**config.mk**
```make
export PLATFORM = sky130hd
export DESIGN_NAME = sdcmd_issuer
export DESIGN_NICKNAME = d
export VERILOG_FILES = /design/src/rtl/sdcmd_pkg.sv /design/src/rtl/sdcmd_decode.sv /design/src/rtl/sdcmd_timer.sv /design/src/rtl/sdcmd_resp.sv /design/src/rtl/sdcmd_issuer.sv
export SDC_FILE = /design/constraint.sdc
export NUM_CORES = 1
export LEC_CHECK = 0
export BUFFER_PORTS_ARGS = -buffer_cell sky130_fd_sc_hd__clkbuf_2
export CORE_AREA = 2 2 186 142
export CTS_BUF_LIST = sky130_fd_sc_hd__clkbuf_16
export DETAILED_ROUTE_END_ITERATION = 7
export DIE_AREA = 0 0 188 144
export PLACE_DENSITY_LB_ADDON = 0.2
export SETUP_SLACK_MARGIN = 0.5
export SYNTH_ARGS = -nofsm -noshare
export SYNTH_HDL_FRONTEND = slang
export SYNTH_HIERARCHICAL = 1
export SYNTH_SLANG_ARGS = --single-unit
```
**constraint.sdc**
```tcl
create_clock -name clk -period 6.6 [get_ports clk]
set_clock_uncertainty 0.05 [all_clocks]
set_input_delay 0 -clock clk [delete_from_list [all_inputs] [get_ports clk]]
set_output_delay 0 -clock clk [all_outputs]
set_load 0.05 [all_outputs]
```
**src/rtl/sdcmd_pkg.sv**
```systemverilog
package sdcmd_pkg;

  localparam int START_POS   = 31;
  localparam int CLKONLY_POS = 21;
  localparam int IDX_W       = 6;
  localparam int OPT_LO      = 6;
  localparam int OPT_W       = 10;

  // Field order follows the command word bits 15 down to 6.
  typedef struct packed {
    logic init_seq;
    logic stop_abort;
    logic wait_prev;
    logic auto_stop;
    logic stream;
    logic write_dir;
    logic has_data;
    logic crc_chk;
    logic long_resp;
    logic resp_exp;
  } cmd_opts_t;

  typedef enum logic [2:0] {
    ST_IDLE,
    ST_REQ,
    ST_WAIT,
    ST_FIN,
    ST_CLK
  } seq_state_t;

endpackage

```
**src/rtl/sdcmd_decode.sv**
```systemverilog
module sdcmd_decode
  import sdcmd_pkg::*;
(
  input  logic [31:0]      word,
  output logic             launch,
  output logic             clk_only,
  output logic [IDX_W-1:0] idx,
  output cmd_opts_t        opts
);

  logic unused_bits;

  always_comb begin
    launch   = word[START_POS];
    clk_only = word[CLKONLY_POS];
    idx      = word[IDX_W-1:0];
    opts     = cmd_opts_t'(word[OPT_LO+OPT_W-1:OPT_LO]);
  end

  assign unused_bits = ^{word[30:22], word[20:16]};

endmodule

```
**src/rtl/sdcmd_timer.sv**
```systemverilog
module sdcmd_timer #(
  parameter int TMO_W = 16
) (
  input  logic             clk,
  input  logic             rst,
  input  logic             run,
  input  logic             tick,
  input  logic [TMO_W-1:0] limit,
  output logic             expire
);

  logic [TMO_W-1:0] cnt;
  logic [TMO_W-1:0] lim_eff;
  logic [TMO_W:0]   nxt;

  always_comb begin
    lim_eff = (limit == '0) ? TMO_W'(1) : limit;
    nxt     = {1'b0, cnt} + (TMO_W+1)'(1);
    expire  = run && tick && (nxt >= {1'b0, lim_eff});
  end

  always_ff @(posedge clk) begin
    if (rst || !run) begin
      cnt <= '0;
    end else if (tick && !expire) begin
      cnt <= cnt + TMO_W'(1);
    end
  end

  // once the window expires the sequencer leaves the waiting state
  p_expire_stops_r8: assert property (@(posedge clk) disable iff (rst)
    expire |=> !run);

endmodule

```
**src/rtl/sdcmd_resp.sv**
```systemverilog
module sdcmd_resp #(
  parameter int WORD_W = 32,
  parameter int WORDS  = 4
) (
  input  logic                    clk,
  input  logic                    rst,
  input  logic                    cap,
  input  logic                    long_sel,
  input  logic [WORDS*WORD_W-1:0] din,
  output logic [WORDS*WORD_W-1:0] dout
);

  genvar k;
  generate
    for (k = 0; k < WORDS; k++) begin : g_word
      logic load;
      if (k == 0) begin : g_low
        assign load = cap;
      end else begin : g_high
        assign load = cap && long_sel;
      end
      always_ff @(posedge clk) begin
        if (rst) begin
          dout[k*WORD_W +: WORD_W] <= '0;
        end else if (load) begin
          dout[k*WORD_W +: WORD_W] <= din[k*WORD_W +: WORD_W];
        end
      end
    end
  endgenerate

  // a short capture leaves the upper words alone
  p_short_keeps_upper_r7: assert property (@(posedge clk) disable iff (rst)
    (cap && !long_sel) |=> $stable(dout[WORDS*WORD_W-1:WORD_W]));

endmodule

```
**src/rtl/sdcmd_issuer.sv**
```systemverilog
module sdcmd_issuer
  import sdcmd_pkg::*;
#(
  parameter int TMO_W      = 16,
  parameter int CLK_W      = 16,
  parameter int UPD_CYCLES = 4,
  parameter int WORD_W     = 32,
  parameter int RESP_WORDS = 4
) (
  input  logic                         clk,
  input  logic                         rst,
  input  logic                         cmd_wr,
  input  logic [31:0]                  cmd_wdata,
  input  logic                         arg_wr,
  input  logic [31:0]                  arg_wdata,
  output logic                         start_busy,
  input  logic [CLK_W-1:0]             clk_pending,
  output logic [CLK_W-1:0]             clk_active,
  input  logic [TMO_W-1:0]             tmo_limit,
  input  logic                         card_tick,
  output logic                         eng_req,
  input  logic                         eng_ack,
  output logic [5:0]                   eng_index,
  output logic [31:0]                  eng_arg,
  output logic [9:0]                   eng_opts,
  input  logic                         eng_done,
  input  logic                         eng_err,
  input  logic [RESP_WORDS*WORD_W-1:0] eng_resp,
  output logic [RESP_WORDS*WORD_W-1:0] resp_out,
  output logic                         irq_done,
  output logic                         irq_err,
  output logic                         irq_tmo
);

  localparam int UPD_W = $clog2(UPD_CYCLES + 1);

  seq_state_t       st;
  logic [31:0]      arg_q;
  cmd_opts_t        opts_q;
  logic [UPD_W-1:0] upd_cnt;

  logic             dec_launch;
  logic             dec_clk_only;
  logic [IDX_W-1:0] dec_idx;
  cmd_opts_t        dec_opts;
  logic             tmo_run;
  logic             tmo_hit;
  logic             resp_cap;

  sdcmd_decode u_dec (
    .word     (cmd_wdata),
    .launch   (dec_launch),
    .clk_only (dec_clk_only),
    .idx      (dec_idx),
    .opts     (dec_opts)
  );

  assign tmo_run  = (st == ST_WAIT) && opts_q.resp_exp;
  assign resp_cap = (st == ST_WAIT) && eng_done && opts_q.resp_exp;

  sdcmd_timer #(.TMO_W(TMO_W)) u_tmr (
    .clk    (clk),
    .rst    (rst),
    .run    (tmo_run),
    .tick   (card_tick),
    .limit  (tmo_limit),
    .expire (tmo_hit)
  );

  sdcmd_resp #(.WORD_W(WORD_W), .WORDS(RESP_WORDS)) u_resp (
    .clk      (clk),
    .rst      (rst),
    .cap      (resp_cap),
    .long_sel (opts_q.long_resp),
    .din      (eng_resp),
    .dout     (resp_out)
  );

  assign eng_opts = opts_q;

  always_ff @(posedge clk) begin
    if (rst) begin
      st         <= ST_IDLE;
      arg_q      <= '0;
      opts_q     <= '0;
      upd_cnt    <= '0;
      start_busy <= 1'b0;
      eng_req    <= 1'b0;
      eng_index  <= '0;
      eng_arg    <= '0;
      clk_active <= '0;
      irq_done   <= 1'b0;
      irq_err    <= 1'b0;
      irq_tmo    <= 1'b0;
    end else begin
      irq_done <= 1'b0;
      irq_err  <= 1'b0;
      irq_tmo  <= 1'b0;
      case (st)
        ST_IDLE: begin
          if (arg_wr) begin
            arg_q <= arg_wdata;
          end
          if (cmd_wr && dec_launch) begin
            start_busy <= 1'b1;
            if (dec_clk_only) begin
              st      <= ST_CLK;
              upd_cnt <= '0;
            end else begin
              st        <= ST_REQ;
              eng_req   <= 1'b1;
              eng_index <= dec_idx;
              eng_arg   <= arg_wr ? arg_wdata : arg_q;
              opts_q    <= dec_opts;
            end
          end
        end
        ST_REQ: begin
          if (eng_ack) begin
            eng_req    <= 1'b0;
            start_busy <= 1'b0;
            st         <= ST_WAIT;
          end
        end
        ST_WAIT: begin
          if (eng_done) begin
            irq_done <= 1'b1;
            irq_err  <= eng_err;
            st       <= ST_IDLE;
          end else if (tmo_hit) begin
            irq_tmo <= 1'b1;
            st      <= ST_FIN;
          end
        end
        ST_FIN: begin
          irq_done <= 1'b1;
          st       <= ST_IDLE;
        end
        ST_CLK: begin
          if (upd_cnt == UPD_W'(UPD_CYCLES - 1)) begin
            clk_active <= clk_pending;
            start_busy <= 1'b0;
            st         <= ST_IDLE;
          end else begin
            upd_cnt <= upd_cnt + UPD_W'(1);
          end
        end
        default: st <= ST_IDLE;
      endcase
    end
  end

  // a request is only ever shown while the start flag reads set
  p_req_needs_busy_r2: assert property (@(posedge clk) disable iff (rst)
    eng_req |-> start_busy);

  // acceptance clears the start flag and the request
  p_accept_clears_r3: assert property (@(posedge clk) disable iff (rst)
    (eng_req && eng_ack) |=> (!start_busy && !eng_req));

  // the request fields hold until the engine takes them
  p_hold_fields_r4: assert property (@(posedge clk) disable iff (rst)
    (eng_req && !eng_ack) |=> (eng_req && $stable(eng_index) &&
                               $stable(eng_arg) && $stable(eng_opts)));

  // done is a single-cycle pulse
  p_done_single_r5: assert property (@(posedge clk) disable iff (rst)
    irq_done |=> !irq_done);

  // a timeout is followed by done in the next cycle
  p_tmo_then_done_r8: assert property (@(posedge clk) disable iff (rst)
    irq_tmo |=> irq_done);

  // a clock-update launch stays off the engine and the done line
  p_clk_only_quiet_r10: assert property (@(posedge clk) disable iff (rst)
    (st == ST_CLK) |-> (!eng_req && !irq_done));

endmodule

```
==> results.md <==
GRT
* first-pass GRT wire length: 54.40 mm
* Overall Global Routing Usage: 24.23%
* antenna violations before repair: 0
* grt ovf: 0
* maximum number of pins on one net before global-route repair: 136
* number of global-route vias before repair: 10670

Timing
* final hold vios: 2
* actual slew at the worst max-slew pin: 1139 ps
* period utilization: 71.08%
* pins over their slew limit: 0
* final setup violation count: 0
* smallest hold slack: -27.19 ps
* worst slew slack as a fraction of its limit: 24.05%
* maximum clock rate: 0.2132 GHz
* unrepaired setup endpoints after global routing: no
* min Tclk post-route: 4691 ps
* total negative slack for setup checks: 0 ps

Cells and area
* share of cells above drive strength 1: 28.98%
* diode insertion count for antenna repair: 0
* Multi-input gate area: 5450 µm²
* area growth from synthesis to final layout: 44.21%
* sequential cell area: 5029 µm²
* total number of nets in the final design: 2037
* count of fill cells added during filler insertion: 2105
* utilization of the core after routing: 63.73%

Die
* number of rows in the core area: 51
* Die Wd: 188 µm
* full die area: 27070 µm²
* floorplan die height: 144 µm
* starting density of the core: 44.19%
* core area: 25460 µm²
* top-level port count: 429

Run
* number of max-capacitance violations reported: 0

Synth
* cell types with the largest area share after synthesis: sky130_fd_sc_hd__dfxtp_1, sky130_fd_sc_hd__a21oi_1, sky130_fd_sc_hd__a21bo_1
* synthesis-stage register bit count: 251
* number of flops mapped to enable cells by yosys: 0
* most common library cells after synthesis: sky130_fd_sc_hd__dfxtp_1, sky130_fd_sc_hd__a21oi_1, sky130_fd_sc_hd__nand3_1
* post-synthesis average cell area: 9.052 µm²
* async set-or-reset flop fraction in the synthesized netlist: 0%
* yosys synthesis warning count: 6
* Top FF cell, synth: sky130_fd_sc_hd__dfxtp_1
* synthesized area: 11250 µm²
* total nets after synthesis: 1494
* cell count after synthesis: 1243
* number of library cell types mapped by synthesis: 61
* sequential area share after synthesis: 44.66%
* portion of synthesized cell area occupied by the leading cell type: 44.66%
* area leader, netlist: sky130_fd_sc_hd__dfxtp_1
* most used standard cell by instance count after synthesis: sky130_fd_sc_hd__dfxtp_1

Worst setup path
* biggest fanout along the worst timing path: 5
* critical path endpoint category: register
* element type at the critical path start: register
* Req. time, crit path: 7010 ps
* worst setup path category: reg -> reg
* worst setup slack for register-to-register paths: 1910 ps
* data arrival time at the worst-slack endpoint: 5100 ps

Routing
* post-detailed-route via-to-cell ratio: 5.152
* via count: 11070
* final routed DRC violation total: 0
* Routed WL: 35.52 mm
* routed len/inst: 16.53 µm
* detailed router's first-iteration violation count: 705
* Pre-antenna DRT Iters: 5
* DRT antenna net count: 0

Placement
* DP HPWL: 21.25 mm
* number of buffer cells added on primary ports: 414
* Final GP Congestion: 0.8250

Clocking
* post-CTS setup repair buffer count: 0
* total number of H-tree levels: 1
* Skew-Pair Late Insertion Delay: 530 ps
* TritonCTS clock tree: done
* # resized after CTS: 0
* number of sinks on the clock net: 251
* CTS clock-pin slew for the worst setup and hold paths: 60 ps
* clock root buffer: sky130_fd_sc_hd__clkbuf_16
* TritonCTS Buffers: 27
* total of hold buffers inserted after clock tree synthesis: 223
* maximum root-to-sink buffer count: 3

Status
* violations in the final reports: hold timing
* outcome: finished, violations left

Power and ir drop
* Cell Pwr Density: 214.6 nW/µm²
* maximum vdd ir drop: 0.2135 mV
* overall power: 3.482 mW
* leakage power: 6.982 nW

Min path
* HP Class: in -> reg

where the power goes:
part           internal, mW  switching [mW]
clock                 0.819           0.620
combinational         0.202           0.258
sequential             1.55          0.0311
total                  2.57           0.909
cell families after synthesis:
group                      count (synthesis)  share of synthesized area, %
and+or+nand+nor                          343                         14.72
AOI/OAI and AO/OA                        394                         24.42
buffers and inverters                    156                         7.128
muxes                                     65                         5.793
adders and majority gates                 19                         2.113
xor gates and xnor gates                  15                         1.168
DFF                                      251                         44.66
state kept, by name (all words and copies together) (netlist names):
name and count:
clk_active 16, eng_opts 10, start_busy 1, eng_arg 32
st 3, irq_done 1, arg_q 32, irq_tmo 1
u_resp/dout 128, u_tmr/cnt 16, irq_err 1, eng_req 1
eng_index 6, upd_cnt 3
cells in the final DEF (no fill, tap or decap), drive strengths merged, types with 13 or more instances in the layout:
master and count:
dlygate4sd3 223, a21bo 114, a211oi 35, clkbuf 440, clkinv 13, nand2 116
a21oi 212, nand3 123, mux2i 64, dfxtp 251, buf 13, ha 19
inv 27, nor2 44
layer usage:
| metal | track usage, % | up-vias | share of wire [%] |
|---|---|---|---|
| met1 | 30.53 | 5177 | 42 |
| met4 | 7.833 | 0 | 3.3 |
| met2 | 41.19 | 352 | 48 |
| li1 | - | 5464 | - |
| met3 | 5.775 | 78 | 6.6 |
| met5 | 0 | - | 0 |
metrics by stage:
step,hold WS (ps),setup WS [ps],area (µm²),std cells
floorplan,28.51,2713,11250,1243
global placement,174.9,2277,13170,1878
detailed placement,181.5,2175,13170,1878
CTS,1.809,1904,16230,2149
global route,27.50,1531,16230,2149
finish,-27.19,1909,16230,2149
area by class of cell:
cell class,count,area share [%]
multi-input combinational,836,33.59
sequential,251,30.99
timing repair buffer,649,27.20
clock buffer,27,4.164
tap,344,2.652
clock inverter,21,0.9253
inverter,21,0.4858
path summary, 6_finish.rpt:
check                            startpoint                       endpoint  cells past startpoint
setup / recovery  u_tmr/cnt[0]$_SDFFE_PP0P_             irq_tmo$_SDFF_PP0_                     15
hold / removal                          rst  u_resp/dout[101]$_SDFFE_PP0P_                      2
setup reg to reg  u_tmr/cnt[0]$_SDFFE_PP0P_             irq_tmo$_SDFF_PP0_                     15
hold reg to reg       arg_q[4]$_SDFFE_PP0N_          arg_q[4]$_SDFFE_PP0N_                      2
critical path, cell delays in order, from the launching register on:
cell,delay [ps]
sky130_fd_sc_hd__dfxtp_1,430
sky130_fd_sc_hd__ha_1,250
sky130_fd_sc_hd__nand3_1,190
sky130_fd_sc_hd__nor2_1,380
sky130_fd_sc_hd__nand2_1,170
sky130_fd_sc_hd__nor3_1,370
sky130_fd_sc_hd__xor2_1,120
sky130_fd_sc_hd__ha_1,320
sky130_fd_sc_hd__nand4_1,130
sky130_fd_sc_hd__or3_1,430
sky130_fd_sc_hd__or4_1,480
sky130_fd_sc_hd__and3_1,230
sky130_fd_sc_hd__nor2b_1,190
sky130_fd_sc_hd__inv_1,80
sky130_fd_sc_hd__nor4_1,250
sky130_fd_sc_hd__dlygate4sd3_1,570
Power figures use the tool's default switching activity.
